File: src/rtl/xct_pkg.sv
package xct_pkg;

  localparam int unsigned REG_AW = 4;
  localparam int unsigned NSRC   = 2;

  localparam logic [REG_AW-1:0] OFS_CNT0 = 4'h0;
  localparam logic [REG_AW-1:0] OFS_PTR0 = 4'h4;
  localparam logic [REG_AW-1:0] OFS_CTRL = 4'h8;
  localparam logic [REG_AW-1:0] OFS_STAT = 4'h9;
  localparam logic [REG_AW-1:0] OFS_IEN  = 4'hA;

  localparam int unsigned CTRL_CLR_BIT = 0;

  // status bit order: [1] wrap, [0] done
  typedef struct packed {
    logic wrap;
    logic done;
  } xct_ev_t;

endpackage

File: src/rtl/xct_counter.sv
module xct_counter #(
  parameter int unsigned WIDTH  = 24,
  parameter bit          DOWN   = 1'b1,
  parameter int unsigned NBYTES = WIDTH / 8
) (
  input  logic               clk,
  input  logic               rst_n,
  input  logic [NBYTES-1:0]  byte_we,
  input  logic [7:0]         wdata,
  input  logic               clr,
  input  logic               step,
  output logic [WIDTH-1:0]   value,
  output xct_pkg::xct_ev_t   ev
);

  function automatic logic [WIDTH-1:0] next_val(input logic [WIDTH-1:0] v);
    if (DOWN) return v - WIDTH'(1);
    else      return v + WIDTH'(1);
  endfunction

  function automatic logic wraps(input logic [WIDTH-1:0] v);
    if (DOWN) return (v == '0);
    else      return (&v);
  endfunction

  logic step_go;
  logic host_hit;

  assign host_hit = clr || (|byte_we);
  assign step_go  = step && !host_hit;

  assign ev.wrap = step_go && wraps(value);
  assign ev.done = step_go && (next_val(value) == '0);

  always_ff @(posedge clk or negedge rst_n) begin
    if (!rst_n) begin
      value <= '0;
    end else if (clr) begin
      value <= '0;
    end else if (|byte_we) begin
      for (int b = 0; b < int'(NBYTES); b++) begin
        if (byte_we[b]) value[b*8 +: 8] <= wdata;
      end
    end else if (step_go) begin
      value <= next_val(value);
    end
  end

  assert_hold_R3: assert property (@(posedge clk) disable iff (!rst_n)
    (!step && !host_hit) |=> $stable(value));

  assert_clear_R7: assert property (@(posedge clk) disable iff (!rst_n)
    clr |=> (value == '0));

  generate
    if (DOWN) begin : g_down
      assert_step_down_R3: assert property (@(posedge clk) disable iff (!rst_n)
        (step && !host_hit) |=> (value == $past(value) - WIDTH'(1)));
    end else begin : g_up
      assert_step_up_R4: assert property (@(posedge clk) disable iff (!rst_n)
        (step && !host_hit) |=> (value == $past(value) + WIDTH'(1)));
    end

    for (genvar b = 0; b < NBYTES; b++) begin : g_byte
      assert_byte_load_R2_R4: assert property (@(posedge clk) disable iff (!rst_n)
        (byte_we[b] && !clr) |=> (value[b*8 +: 8] == $past(wdata)));
    end
  endgenerate

endmodule

File: src/rtl/xct_status.sv
module xct_status #(
  parameter int unsigned NSRC = 2
) (
  input  logic            clk,
  input  logic            rst_n,
  input  logic [NSRC-1:0] set_ev,
  input  logic            clr_we,
  input  logic [NSRC-1:0] clr_bits,
  input  logic            en_we,
  input  logic [NSRC-1:0] en_wdata,
  output logic [NSRC-1:0] status,
  output logic [NSRC-1:0] enable,
  output logic            irq
);

  logic [NSRC-1:0] clr_mask;

  assign clr_mask = clr_we ? clr_bits : '0;

  always_ff @(posedge clk or negedge rst_n) begin
    if (!rst_n) begin
      status <= '0;
      enable <= '0;
    end else begin
      status <= (status & ~clr_mask) | set_ev;
      if (en_we) enable <= en_wdata;
    end
  end

  assign irq = |(status & enable);

  assert_irq_masked_R9: assert property (@(posedge clk) disable iff (!rst_n)
    (enable == '0) |-> !irq);

  generate
    for (genvar i = 0; i < NSRC; i++) begin : g_src
      assert_sticky_R8: assert property (@(posedge clk) disable iff (!rst_n)
        (status[i] && !clr_mask[i]) |=> status[i]);
      assert_w1c_R8: assert property (@(posedge clk) disable iff (!rst_n)
        (clr_mask[i] && !set_ev[i]) |=> !status[i]);
      assert_set_wins_R8: assert property (@(posedge clk) disable iff (!rst_n)
        set_ev[i] |=> status[i]);
      assert_no_spurious_set_R8: assert property (@(posedge clk) disable iff (!rst_n)
        (!status[i] && !set_ev[i]) |=> !status[i]);
    end
  endgenerate

endmodule

File: src/rtl/xfer_count_tracker.sv
module xfer_count_tracker #(
  parameter int unsigned CNT_W = 24,
  parameter int unsigned PTR_W = 32
) (
  input  logic       clk,
  input  logic       rst_n,
  input  logic       reg_wr,
  input  logic [3:0] reg_addr,
  input  logic [7:0] reg_wdata,
  output logic [7:0] reg_rdata,
  input  logic       xfer_done,
  output logic       irq
);
  import xct_pkg::*;

  localparam int unsigned CNT_NB = CNT_W / 8;
  localparam int unsigned PTR_NB = PTR_W / 8;

  logic [CNT_NB-1:0] wr_cnt;
  logic [PTR_NB-1:0] wr_ptr;
  logic              clr_cnt;
  logic              host_owns;
  logic              step;
  logic [CNT_W-1:0]  cnt_value;
  logic [PTR_W-1:0]  ptr_value;
  xct_ev_t           cnt_ev;
  xct_ev_t           ptr_ev;
  logic [NSRC-1:0]   status;
  logic [NSRC-1:0]   enable;

  // write decode
  generate
    for (genvar b = 0; b < CNT_NB; b++) begin : g_wcnt
      assign wr_cnt[b] = reg_wr && (reg_addr == OFS_CNT0 + REG_AW'(b));
    end
    for (genvar b = 0; b < PTR_NB; b++) begin : g_wptr
      assign wr_ptr[b] = reg_wr && (reg_addr == OFS_PTR0 + REG_AW'(b));
    end
  endgenerate

  assign clr_cnt   = reg_wr && (reg_addr == OFS_CTRL) && reg_wdata[CTRL_CLR_BIT];
  assign host_owns = (|wr_cnt) || (|wr_ptr) || clr_cnt;
  assign step      = xfer_done && !host_owns;

  xct_counter #(.WIDTH(CNT_W), .DOWN(1'b1)) u_count (
    .clk     (clk),
    .rst_n   (rst_n),
    .byte_we (wr_cnt),
    .wdata   (reg_wdata),
    .clr     (clr_cnt),
    .step    (step),
    .value   (cnt_value),
    .ev      (cnt_ev)
  );

  xct_counter #(.WIDTH(PTR_W), .DOWN(1'b0)) u_ptr (
    .clk     (clk),
    .rst_n   (rst_n),
    .byte_we (wr_ptr),
    .wdata   (reg_wdata),
    .clr     (1'b0),
    .step    (step),
    .value   (ptr_value),
    .ev      (ptr_ev)
  );

  xct_status #(.NSRC(NSRC)) u_status (
    .clk      (clk),
    .rst_n    (rst_n),
    .set_ev   ({cnt_ev.wrap, cnt_ev.done}),
    .clr_we   (reg_wr && (reg_addr == OFS_STAT)),
    .clr_bits (reg_wdata[NSRC-1:0]),
    .en_we    (reg_wr && (reg_addr == OFS_IEN)),
    .en_wdata (reg_wdata[NSRC-1:0]),
    .status   (status),
    .enable   (enable),
    .irq      (irq)
  );

  // read mux
  always_comb begin
    reg_rdata = '0;
    for (int b = 0; b < int'(CNT_NB); b++) begin
      if (reg_addr == OFS_CNT0 + REG_AW'(b)) reg_rdata = cnt_value[b*8 +: 8];
    end
    for (int b = 0; b < int'(PTR_NB); b++) begin
      if (reg_addr == OFS_PTR0 + REG_AW'(b)) reg_rdata = ptr_value[b*8 +: 8];
    end
    if (reg_addr == OFS_STAT) reg_rdata = 8'(status);
    if (reg_addr == OFS_IEN)  reg_rdata = 8'(enable);
  end

  assert_lockstep_R4: assert property (@(posedge clk) disable iff (!rst_n)
    step |=> (ptr_value == $past(ptr_value) + PTR_W'(1)) &&
             (cnt_value == $past(cnt_value) - CNT_W'(1)));

  assert_strobe_ignored_R10: assert property (@(posedge clk) disable iff (!rst_n)
    (xfer_done && host_owns && !(|wr_ptr)) |=> $stable(ptr_value));

  assert_done_R5: assert property (@(posedge clk) disable iff (!rst_n)
    cnt_ev.done |=> (cnt_value == '0) && status[0]);

  assert_wrap_R6: assert property (@(posedge clk) disable iff (!rst_n)
    cnt_ev.wrap |=> (&cnt_value) && status[1]);

  assert_ptr_wrap_R4: assert property (@(posedge clk) disable iff (!rst_n)
    (ptr_ev.wrap || ptr_ev.done) |=> (ptr_value == '0));

  assert_clear_keeps_status_R7: assert property (@(posedge clk) disable iff (!rst_n)
    (clr_cnt && !(reg_addr == OFS_STAT)) |=> (status == $past(status)));

endmodule

File: config.mk
export PLATFORM = sky130hd
export DESIGN_NAME = xfer_count_tracker
export DESIGN_NICKNAME = d
export VERILOG_FILES = /design/src/rtl/xct_pkg.sv /design/src/rtl/xct_counter.sv /design/src/rtl/xct_status.sv /design/src/rtl/xfer_count_tracker.sv
export SDC_FILE = /design/constraint.sdc
export NUM_CORES = 1
export LEC_CHECK = 0
export CORE_MARGIN = 10
export CORE_UTILIZATION = 45
export CTS_BUF_LIST = sky130_fd_sc_hd__clkbuf_4
export CTS_CLUSTER_DIAMETER = 150
export CTS_CLUSTER_SIZE = 40
export DETAILED_ROUTE_END_ITERATION = 8
export HOLD_SLACK_MARGIN = 0.1
export PLACE_DENSITY_LB_ADDON = 0.15
export SLEW_MARGIN = 25
export SYNTH_ARGS = -nofsm -noshare
export SYNTH_HDL_FRONTEND = slang
export SYNTH_SLANG_ARGS = --single-unit
File: constraint.sdc
create_clock -name clk -period 2.4 [get_ports clk]
set_input_delay 0.36 -clock clk [delete_from_list [all_inputs] [get_ports clk]]
set_output_delay 0.36 -clock clk [all_outputs]
set_load 0.01 [all_outputs]
==> impl_metrics.py <==
metrics = {
    "status": {
        "outcome": "complete, no violations",
    },
    "timing": {
        "min_period_ps": 2400,
        "fin_crit_sh": 0.999,
        "hold_viol": 0,
        "rsz0062_at_grt": "yes",
        "max_clock_freq_ghz": 0.417,
        "setup_viol": 0,
        "worst_slew_pin_slew_ps": 796,
        "max-slew-margin-rel": 0.469,
        "fin_ws_ps": 2.05,
        "fin_worst_skew_ps": 7.44,
        "drv_slew": 0,
    },
    "detailed_routing": {
        "drc": 0,
        "post_drt_wl_per_cell_um": 21.6,
        "drt-total-wl_mm": 18.1,
        "first_iter_violations": 793,
        "vias": 5489,
        "drtPass1Iterations": 6,
        "vias_per_cell": 6.53,
        "ant_nets": 0,
    },
    "place": {
        "dp.final_hpwl_mm": 13.3,
        "io_buffer_count": 24,
        "gp_congestion": 0.987,
        "pre_cts_ws_ps": -708,
    },
    "layout": {
        "layout_commonest_cell": "buf_4",
        "final_util": 0.588,
        "fin_nets": 719,
        "areaGrowthSynthToFinish_pct": 28.8,
        "diodes": 0,
        "final_cell_mix": "buf_4, o21ai_0, dfrtp_1",
        "layout-drive-gt1-share": 0.250,
    },
    "pwr": {
        "leakage_nw": 2.43,
        "power_density_mw_per_mm2": 819,
        "peakVddDrop_uv": 639,
    },
    "global_routing": {
        "grt_use_total": 0.242,
        "antenna_found_initial": 0,
        "grt_max_degree": 61,
        "overflow": 0,
        "grt_pass1_wl_mm": 28.4,
        "grt_pass1_vias": 5143,
    },
    "cts": {
        "ctsLongestPathBuffers": 2,
        "worstSkewPairLatency_ps": 440,
        "clk_pin_slew_worst_paths_ps": 110,
        "clock-sinks": 60,
        "cts_root_buffer": "clkbuf_4",
        "cts_max_level": 3,
        "cts_buffers": 9,
        "cts_tree": "built",
    },
    "flow_run": {
        "maxCapViolations": 0,
    },
    "worst_setup_path": {
        "crit_path_max_fanout": 2,
        "crit_family": "compound AO/OA/AOI/OAI gates",
        "worstPathBufferInverterCount": 1,
        "end_kind": "primary output",
        "critPathKind": "reg2out",
        "critPathSlowestCell": "dfrtp_1",
        "cp-start-kind": "flip-flop",
        "worstPathCellList": "mux2_2, a221o_1, a32o_1, o21ai_1, nand2_1, buf_2",
        "critPathMaxStageDelay_ps": 430,
        "arrival_ps": 2040,
        "required_ps": 2040,
    },
    "floorplanning": {
        "die_h_um": 122,
        "num_rows": 37,
        "io-pin-count": 25,
        "core_area_sq_mm": 0.0102,
        "fp.dieW_um": 122,
        "initial_core_util": 0.457,
        "die-area_sq_mm": 0.0148,
    },
    "synth": {
        "syn_nets": 613,
        "yosys_warnings": 0,
        "netlist_area_sq_mm": 0.00465,
        "ys_ff_latch": 60,
        "yosysTopAreaCellShare": 0.323,
        "synth_edf_count": 0,
        "ys_async_sr_fraction": 1.00,
        "ys.flop_type": "dfrtp_1",
        "synth.distinct_cells": 68,
        "ys_seq_area_frac": 0.323,
        "synth_top_cell_by_area": "dfrtp_1",
        "avgSynthCellArea_sq_um": 7.83,
        "synthCells": 594,
        "synthTopCellsByArea": "dfrtp_1, o21ai_0, a21oi_1",
    },
    "worst_hold_path": {
        "hold_path_class": "reg2reg",
    },
}
routing by layer:
layer  vias to the layer above  track usage  routed length [um]
li1                       2491            -                   -
met2                       309        0.401                8620
met4                         0        0.104                 667
met3                        66       0.0361                1480
met1                      2623        0.306                7340
met5                         -            0                   0
final cells by class:
type | count | area [sq um]
clock inverters | 6 | 80.1
flip-flops and latches | 60 | 1510
multi-input cells | 474 | 2960
fillers | 936 | 4200
repair buffers | 140 | 1140
well taps | 136 | 170
inverters | 15 | 56.3
clock buffers | 9 | 67.6
cells in the mapped netlist (5+ instances only):
library cell	n
o21ai_0	69
dfrtp_1	60
a21oi_1	50
nor2_1	46
nand2_1	42
clkbuf_1	30
a31oi_1	24
nand3_1	20
and3_1	15
inv_1	15
nand4_1	14
nor3_1	13
o22ai_1	11
a22oi_1	10
nor4_1	10
o22a_1	10
a2bb2oi_1	9
and2_1	9
buf_2	9
a22o_1	7
mux2_2	7
nor2b_1	7
a41oi_1	6
and4_1	6
o211ai_1	6
nand2b_1	5
o31ai_1	5
where the power goes:
| part | internal (mW) | switching (mW) |
|---|---|---|
| sequential | 1.35 | 0.534 |
| combinational | 1.01 | 1.20 |
| clock | 0.408 | 0.410 |
| total | 2.76 | 2.14 |
through the flow:
stage          hold WS (ps)  TNS [ps]  power, mW  instances  cell area (sq um)
6_report                528         0       4.90        840               5990
3_3_place_gp            481     -6900       3.81        812               5690
3_5_place_dp            496     -8580       3.86        812               5690
2_1_floorplan          64.4         0       2.91        594               4650
5_1_grt                 576     -84.5       5.17        840               5990
4_1_cts                 520         0       4.72        832               5900
state kept, by name (all words and copies together) (netlist names):
| register | cells |
|---|---|
| u_ptr.value | 32 |
| u_status.status | 2 |
| u_count.value | 24 |
| u_status.enable | 2 |
cell families (layout without fill, tap and decap cells):
kind of cell | count (synthesis) | count (layout) | synth area share
AO/OA/AOI/OAI | 246 | 246 | 0.340
XOR/XNOR | 5 | 5 | 0.00942
adder cells (fa/ha/maj) | 3 | 3 | 0.00807
buffers and inverters | 60 | 170 | 0.0541
flip-flops | 60 | 60 | 0.323
multiplexers | 11 | 11 | 0.0256
AND/OR/NAND/NOR | 209 | 209 | 0.240
repair_timing:
action                                  CTS  global route
cloned                                    0             1
hold buffers                              1             0
endpoints found under the setup margin    8            13
pin swaps                                10             5
gates resized for setup                  39            26
buffers inserted                          4             7
endpoints found under the hold margin     1             0
worst reg2reg max path, stage by stage (launching register included):
cell and delay, ps:
dfrtp_1 400, buf_4 150, or4_4 620, nor4_1 420, xnor2_1 180, o2111ai_1 140
o31ai_2 300
path summary, 6_finish.rpt:
kind	endpoint	startpoint	slack [ps]	depth (start not counted)
max	reg_rdata[0]	u_ptr.value[24]	2	6
min	u_status.status[1]	u_status.status[1]	530	2
max reg2reg	u_status.status[0]	u_count.value[1]	90	6
min reg2reg	u_status.status[1]	u_status.status[1]	530	2
max in group asynchronous	u_count.value[3]	rst_n	1210	3
min in group asynchronous	u_count.value[13]	rst_n	610	3
(Power assumes the default switching activity.)
